### config.mk
export PLATFORM = sky130hd
export DESIGN_NAME = gpio_banked
export DESIGN_NICKNAME = d
export VERILOG_FILES = /design/src/rtl/gpio_banked_pkg.sv /design/src/rtl/gpio_banked_sync.sv /design/src/rtl/gpio_banked_bank.sv /design/src/rtl/gpio_banked.sv
export SDC_FILE = /design/constraint.sdc
export NUM_CORES = 1
export LEC_CHECK = 0
export BUFFER_PORTS_ARGS = -buffer_cell sky130_fd_sc_hd__buf_2
export CAP_MARGIN = 20
export CORE_MARGIN = 2
export CORE_UTILIZATION = 59
export CTS_CLUSTER_SIZE = 10
export DETAILED_ROUTE_END_ITERATION = 16
export GPL_ROUTABILITY_DRIVEN = 0
export PLACE_DENSITY_LB_ADDON = 0.15
export SYNTH_ARGS = -nofsm -noshare
export SYNTH_HDL_FRONTEND = slang
export SYNTH_SLANG_ARGS = --single-unit
export TNS_END_PERCENT = 20
### constraint.sdc
create_clock -name clk -period 16.2 [get_ports clk]
set_input_delay 1.62 -clock clk [delete_from_list [all_inputs] [get_ports clk]]
set_output_delay 1.62 -clock clk [all_outputs]
set_load 0.02 [all_outputs]
### src/rtl/gpio_banked_pkg.sv
package gpio_banked_pkg;

  localparam int BANK_W      = 32;
  localparam int STRIDE_LOG2 = 9;

  localparam logic [STRIDE_LOG2-1:0] OFF_DIN  = 9'h000;
  localparam logic [STRIDE_LOG2-1:0] OFF_DOUT = 9'h004;
  localparam logic [STRIDE_LOG2-1:0] OFF_OE   = 9'h008;
  localparam logic [STRIDE_LOG2-1:0] OFF_KIND = 9'h00C;
  localparam logic [STRIDE_LOG2-1:0] OFF_BOTH = 9'h010;
  localparam logic [STRIDE_LOG2-1:0] OFF_POL  = 9'h014;
  localparam logic [STRIDE_LOG2-1:0] OFF_EN   = 9'h018;
  localparam logic [STRIDE_LOG2-1:0] OFF_RAW  = 9'h01C;
  localparam logic [STRIDE_LOG2-1:0] OFF_MSK  = 9'h020;
  localparam logic [STRIDE_LOG2-1:0] OFF_CLR  = 9'h024;

  // One pin's sense decision from its configuration and two samples.
  function automatic logic sense_hit(input logic is_level, input logic both,
                                     input logic pol, input logic cur,
                                     input logic prev);
    logic rise;
    logic fall;
    logic edge_hit;
    logic lvl_hit;
    rise     = cur & ~prev;
    fall     = ~cur & prev;
    edge_hit = both ? (rise | fall) : (pol ? rise : fall);
    lvl_hit  = pol ? cur : ~cur;
    return is_level ? lvl_hit : edge_hit;
  endfunction

endpackage

### src/rtl/gpio_banked_sync.sv
module gpio_banked_rst_sync (
  input  logic clk,
  input  logic rst_n,
  output logic rst_q
);
  logic stage1;

  always_ff @(posedge clk or negedge rst_n) begin
    if (!rst_n) begin
      stage1 <= 1'b0;
      rst_q  <= 1'b0;
    end else begin
      stage1 <= 1'b1;
      rst_q  <= stage1;
    end
  end
endmodule

module gpio_banked_sync #(
  parameter int WIDTH = 32
) (
  input  logic             clk,
  input  logic             rst_ni,
  input  logic [WIDTH-1:0] d_async,
  output logic [WIDTH-1:0] q_sync
);
  logic [WIDTH-1:0] meta;

  always_ff @(posedge clk or negedge rst_ni) begin
    if (!rst_ni) begin
      meta   <= '0;
      q_sync <= '0;
    end else begin
      meta   <= d_async;
      q_sync <= meta;
    end
  end
endmodule

### src/rtl/gpio_banked_bank.sv
module gpio_banked_bank
  import gpio_banked_pkg::*;
#(
  parameter int VALID = 32
) (
  input  logic                   clk,
  input  logic                   rst_ni,
  input  logic                   wr_en,
  input  logic [STRIDE_LOG2-1:0] off,
  input  logic [BANK_W-1:0]      wdata,
  input  logic [BANK_W-1:0]      in_sync,
  output logic [BANK_W-1:0]      rd_data,
  output logic [BANK_W-1:0]      pad_out,
  output logic [BANK_W-1:0]      pad_oe,
  output logic [BANK_W-1:0]      status,
  output logic [BANK_W-1:0]      enable,
  output logic                   hit_any
);

  localparam logic [BANK_W-1:0] VMASK =
    (VALID >= BANK_W) ? {BANK_W{1'b1}} : ((32'd1 << VALID) - 32'd1);

  logic [BANK_W-1:0] r_out,  n_out;
  logic [BANK_W-1:0] r_oe,   n_oe;
  logic [BANK_W-1:0] r_kind, n_kind;
  logic [BANK_W-1:0] r_both, n_both;
  logic [BANK_W-1:0] r_pol,  n_pol;
  logic [BANK_W-1:0] r_en,   n_en;
  logic [BANK_W-1:0] r_stat, n_stat;
  logic [BANK_W-1:0] r_prev;
  logic [BANK_W-1:0] hit;
  logic [BANK_W-1:0] clr;
  logic [BANK_W-1:0] din;

  assign din = in_sync & VMASK;

  // Per-pin sense decision
  for (genvar i = 0; i < BANK_W; i++) begin : g_sense
    assign hit[i] = sense_hit(r_kind[i], r_both[i], r_pol[i], din[i], r_prev[i]);
  end

  assign clr = (wr_en && off == OFF_CLR) ? (wdata & VMASK) : '0;

  // Configuration next state
  always_comb begin
    n_out  = r_out;
    n_oe   = r_oe;
    n_kind = r_kind;
    n_both = r_both;
    n_pol  = r_pol;
    n_en   = r_en;
    if (wr_en) begin
      case (off)
        OFF_DOUT: n_out  = wdata & VMASK;
        OFF_OE:   n_oe   = wdata & VMASK;
        OFF_KIND: n_kind = wdata & VMASK;
        OFF_BOTH: n_both = wdata & VMASK;
        OFF_POL:  n_pol  = wdata & VMASK;
        OFF_EN:   n_en   = wdata & VMASK;
        default:  ;
      endcase
    end
  end

  // Status next state: clear beats a level, an edge beats a clear
  always_comb begin
    for (int i = 0; i < BANK_W; i++) begin
      if (clr[i]) n_stat[i] = ~r_kind[i] & hit[i];
      else        n_stat[i] = r_stat[i] | hit[i];
    end
    n_stat = n_stat & VMASK;
  end

  always_ff @(posedge clk or negedge rst_ni) begin
    if (!rst_ni) begin
      r_out  <= '0;
      r_oe   <= '0;
      r_kind <= '0;
      r_both <= '0;
      r_pol  <= '0;
      r_en   <= '0;
    end else if (wr_en) begin
      r_out  <= n_out;
      r_oe   <= n_oe;
      r_kind <= n_kind;
      r_both <= n_both;
      r_pol  <= n_pol;
      r_en   <= n_en;
    end
  end

  always_ff @(posedge clk or negedge rst_ni) begin
    if (!rst_ni) begin
      r_stat <= '0;
      r_prev <= '0;
    end else begin
      r_stat <= n_stat;
      r_prev <= din;
    end
  end

  // Register read view
  always_comb begin
    case (off)
      OFF_DIN:  rd_data = din;
      OFF_DOUT: rd_data = r_out;
      OFF_OE:   rd_data = r_oe;
      OFF_KIND: rd_data = r_kind;
      OFF_BOTH: rd_data = r_both;
      OFF_POL:  rd_data = r_pol;
      OFF_EN:   rd_data = r_en;
      OFF_RAW:  rd_data = r_stat;
      OFF_MSK:  rd_data = r_stat & r_en;
      default:  rd_data = '0;
    endcase
  end

  assign pad_out = r_out;
  assign pad_oe  = r_oe;
  assign status  = r_stat;
  assign enable  = r_en;
  assign hit_any = |(r_stat & r_en);

endmodule

### src/rtl/gpio_banked.sv
module gpio_banked
  import gpio_banked_pkg::*;
#(
  parameter int NUM_PINS = 40,
  parameter int ADDR_W   = 12
) (
  input  logic                clk,
  input  logic                rst_n,
  input  logic                bus_wr,
  input  logic                bus_rd,
  input  logic [ADDR_W-1:0]   bus_addr,
  input  logic [31:0]         bus_wdata,
  output logic [31:0]         bus_rdata,
  input  logic [NUM_PINS-1:0] pin_in,
  output logic [NUM_PINS-1:0] pin_out,
  output logic [NUM_PINS-1:0] pin_oe,
  output logic                irq
);

  localparam int NUM_BANKS = (NUM_PINS + BANK_W - 1) / BANK_W;
  localparam int PAD       = NUM_BANKS * BANK_W;
  localparam int BIDX_W    = ADDR_W - STRIDE_LOG2;

  logic                   rst_q;
  logic [PAD-1:0]         in_pad;
  logic [PAD-1:0]         in_sync;
  logic [PAD-1:0]         out_pad;
  logic [PAD-1:0]         oe_pad;
  logic [PAD-1:0]         stat_flat;
  logic [PAD-1:0]         en_flat;
  logic [BANK_W-1:0]      bank_rd [NUM_BANKS];
  logic [NUM_BANKS-1:0]   bank_hit;
  logic [BIDX_W-1:0]      bank_sel;
  logic [STRIDE_LOG2-1:0] off;
  logic [31:0]            rd_mux;
  logic [31:0]            rdata_n;
  logic                   irq_n;

  gpio_banked_rst_sync u_rst (
    .clk   (clk),
    .rst_n (rst_n),
    .rst_q (rst_q)
  );

  assign in_pad = PAD'(pin_in);

  gpio_banked_sync #(.WIDTH(PAD)) u_sync (
    .clk     (clk),
    .rst_ni  (rst_q),
    .d_async (in_pad),
    .q_sync  (in_sync)
  );

  assign bank_sel = bus_addr[ADDR_W-1:STRIDE_LOG2];
  assign off      = bus_addr[STRIDE_LOG2-1:0];

  for (genvar b = 0; b < NUM_BANKS; b++) begin : g_bank
    localparam int REM = NUM_PINS - b * BANK_W;
    localparam int VB  = (REM >= BANK_W) ? BANK_W : REM;

    gpio_banked_bank #(.VALID(VB)) u_bank (
      .clk     (clk),
      .rst_ni  (rst_q),
      .wr_en   (bus_wr && (bank_sel == BIDX_W'(b))),
      .off     (off),
      .wdata   (bus_wdata),
      .in_sync (in_sync[b*BANK_W +: BANK_W]),
      .rd_data (bank_rd[b]),
      .pad_out (out_pad[b*BANK_W +: BANK_W]),
      .pad_oe  (oe_pad[b*BANK_W +: BANK_W]),
      .status  (stat_flat[b*BANK_W +: BANK_W]),
      .enable  (en_flat[b*BANK_W +: BANK_W]),
      .hit_any (bank_hit[b])
    );
  end

  always_comb begin
    rd_mux = '0;
    for (int b = 0; b < NUM_BANKS; b++) begin
      if (bank_sel == BIDX_W'(b)) rd_mux = bank_rd[b];
    end
  end

  assign rdata_n = bus_rd ? rd_mux : '0;
  assign irq_n   = |bank_hit;

  always_ff @(posedge clk or negedge rst_q) begin
    if (!rst_q) begin
      bus_rdata <= '0;
      irq       <= 1'b0;
    end else begin
      bus_rdata <= rdata_n;
      irq       <= irq_n;
    end
  end

  assign pin_out = out_pad[NUM_PINS-1:0];
  assign pin_oe  = oe_pad[NUM_PINS-1:0];

endmodule

==> impl_metrics.yaml <==
status:
  status: "finished clean"
power:
  p_per_area_nw_per_um2: 95.5
  intPower_mw: 1.70
  sw_frac_of_total_pct: 23.0
  ir_drop_v: 0.0000809
  p_seq_share_pct: 50.9
  p_sw_mw: 0.509
  power.total_mw: 2.21
  p_leak_nw: 11.6
  combPwrFrac_pct: 5.4
  p_clk_share_pct: 43.7
critical_path:
  critPathRequiredTime_ns: 16.66
  max_stage_delay_ns: 0.72
  path_max_fanout: 35
  path_class: "in -> reg"
  crit_path_cell_trace: "buf_4 -> buf_4 -> nor4b_2 -> and3_1 -> nand2_1 -> buf_4 -> mux2_1"
  endpoint_kind: "register"
  crit_slowest_cell: "nor4b_2"
  start_kind: "input pin"
  crit_top_cell: "buf_4"
  cp.arrival_ns: 5.24
logic_synthesis:
  synth_cell_types: 64
  synth_nets: 1740
  synthTopCellsByArea: "dfrtp_1, mux2_2, ha_1"
  netlist_instances: 1572
  ys_ff_latch: 435
  synthArstFlopShare_pct: 100
  synth.top_cell.area_share_pct: 53.4
  ys_top_cells_by_count: "dfrtp_1, mux2_2, o21ai_0"
  synth_edf_count: 0
  synth_flop_cell: "dfrtp_1"
  syn-cell-area_um2: 20400
  yosysTopAreaCell: "dfrtp_1"
  synth_seq_area_share_pct: 53.4
  syn_avg_cell_area_um2: 13.0
  ys_warn_count: 0
  yosysMostFrequentCell: "dfrtp_1"
cells_and_area:
  nets: 1944
  register_area_um2: 10900
  instances_no_fill: 2242
  multi_input_area_um2: 8840
  postLayoutCellArea_um2: 23200
  area_growth_pct: 13.7
  n_antenna_cell: 0
  drive_gt1_share_pct: 35.1
  fill_cells: 2519
timing:
  setup_viol: 0
  drv_slew: 0
  fmax_mhz: 209
  finalHoldViolCount: 0
  slew_headroom_pct: 24.4
  post-route-min-period_ns: 4.78
  worst_pin_slew_ns: 1.13
  setup_tns_ns: 0
  timing.final.crit_share_pct: 29.5
  fin_worst_skew_ns: 0.0111
  rsz0062_at_grt: "false"
drt:
  viasPerCell: 6.32
  firstDrtPassIters: 6
  drtAntennaViolNets: 0
  drt-initial-drc-count: 1167
  post_drt_wl_per_cell_um: 23.8
  vias: 14161
  wl_mm: 53.3
  route.detailed.drc: 0
clocking:
  htree_num_levels: 2
  cts_resized: 0
  post_cts_buffers: 0
  cts_buffer_depth: 3
  clk_latency_ns: 0.58
  cts_tree: "done"
  clk_pin_slew_ns: 0.06
  cts.sinks: 435
  cts_hold_buf: 0
  cts_made_buffers: 50
  cts_root_buffer: "clkbuf_16"
floorplan:
  die_y_um: 190
  rows: 68
  io_pins: 201
  core_area_um2: 34300
  die_area_um2: 36000
  chipWidth_um: 190
  start_util_pct: 59.4
placement:
  placed_cell_area_um2: 21800
  portBuffers: 200
  dp.cells: 2178
  dp_hpwl_mm: 34.8
job:
  max-cap-violations: 0
global_route:
  grt_pass1_vias: 14486
  grt_usage_pct: 30.2
  antenna_found_initial: 3
  grt_pass1_wl_mm: 82.9
  gr-total-overflow: 0
  grt_max_degree: 174
min_path:
  min_path_type: "reg -> reg"
-- cell families (layout without fill, tap and decap cells) --
group	after synthesis	after routing	share of synthesized area [%]
flip-flops	435	435	53.4
multiplexers	353	353	21.5
AO/OA/AOI/OAI	335	335	10.6
AND/OR/NAND/NOR	172	172	4.40
other	1	1	0.0184
buffers and inverters	156	371	3.42
XOR/XNOR	40	40	1.72
adder cells (fa/ha/maj)	80	80	4.91
-- worst paths after layout --
path / from / endpoint / slack [ns] / depth (start not counted)
hold reg to reg: u_sync.meta[0] / u_sync.q_sync[0] / 0.34 / 0
setup / recovery: bus_addr[2] / g_bank[0].u_bank.r_pol[7] / 11.42 / 7
max in group asynchronous: u_rst.rst_q / g_bank[0].u_bank.r_kind[30] / 13.65 / 2
setup reg to reg: u_rst.rst_q / g_bank[0].u_bank.r_kind[30] / 13.65 / 2
hold / removal: u_sync.meta[0] / u_sync.q_sync[0] / 0.34 / 0
min in group asynchronous: u_rst.rst_q / u_sync.meta[4] / 0.39 / 0
-- worst max-delay path: cells and delay by family --
kind	cells	cell delay, ns
buf+inv	3	1.50
simple gates	3	1.69
mux	1	0.35
-- flip-flops by register name (all words and copies together) (netlist names) --
register               count
g_bank.u_bank.enable      40
g_bank.u_bank.pad_oe      40
g_bank.u_bank.pad_out     40
g_bank.u_bank.r_both      40
g_bank.u_bank.r_kind      40
g_bank.u_bank.r_pol       40
g_bank.u_bank.r_prev      40
g_bank.u_bank.status      40
u_sync.meta               40
u_sync.q_sync             40
bus_rdata                 32
irq                        1
u_rst.rst_q                1
u_rst.stage1               1
-- stage by stage --
stage | utilization (%) | worst slack, ns | hold WS, ns
floorplan | - | 3.18 | 0.331
global placement | 63.6 | 11.05 | 0.332
detailed placement | 63.6 | 10.88 | 0.335
CTS | 67.5 | 11.52 | 0.343
global route | 67.5 | 11.26 | 0.352
finish | 67.5 | 11.42 | 0.342
-- power by group through the flow --
stage	combinational, mW	clock [mW]	sequential, mW
CTS	0.120	0.985	1.13
detailed placement	0.119	0	1.14
global route	0.133	1.03	1.13
finish	0.119	0.966	1.13
floorplan	0.0590	0	1.15
global placement	0.114	0	1.14
-- cells in the final DEF, fill, tap and decap left out, types with 5 or more instances in the layout --
cell	instances
nor3_2	5
nor3_1	5
mux2i_1	21
ha_1	80
and2_1	5
nand2_1	79
a22o_1	18
a21oi_1	75
dfrtp_1	434
a32oi_1	16
clkbuf_16	50
o21ai_0	102
buf_4	25
a31oi_1	6
mux4_2	38
xnor2_1	40
nand4_1	7
inv_1	82
a222oi_1	10
a21o_1	47
nor2_1	13
clkbuf_1	8
buf_2	198
a221oi_1	7
mux2_2	285
nand3_1	21
mux2_1	9
a22oi_1	32
-- layout make-up --
cell class / count / area share [%]
Clock buffer: 58 / 5.53
Clock inverter: 5 / 0.200
Inverter: 83 / 1.35
Multi-Input combinational cell: 981 / 38.2
Sequential cell: 435 / 47.0
Tap cell: 455 / 2.46
Timing Repair Buffer: 225 / 5.26
-- metal layers --
metal	vias up	routed length, um	GRT usage [%]
met1	7280	21400	39.9
met2	600	26100	50.1
met3	148	4010	5.85
met4	6	1830	11.1
met5	-	34	0
li1	6127	-	-
Note: power is estimated with default switching activity, not from simulation.
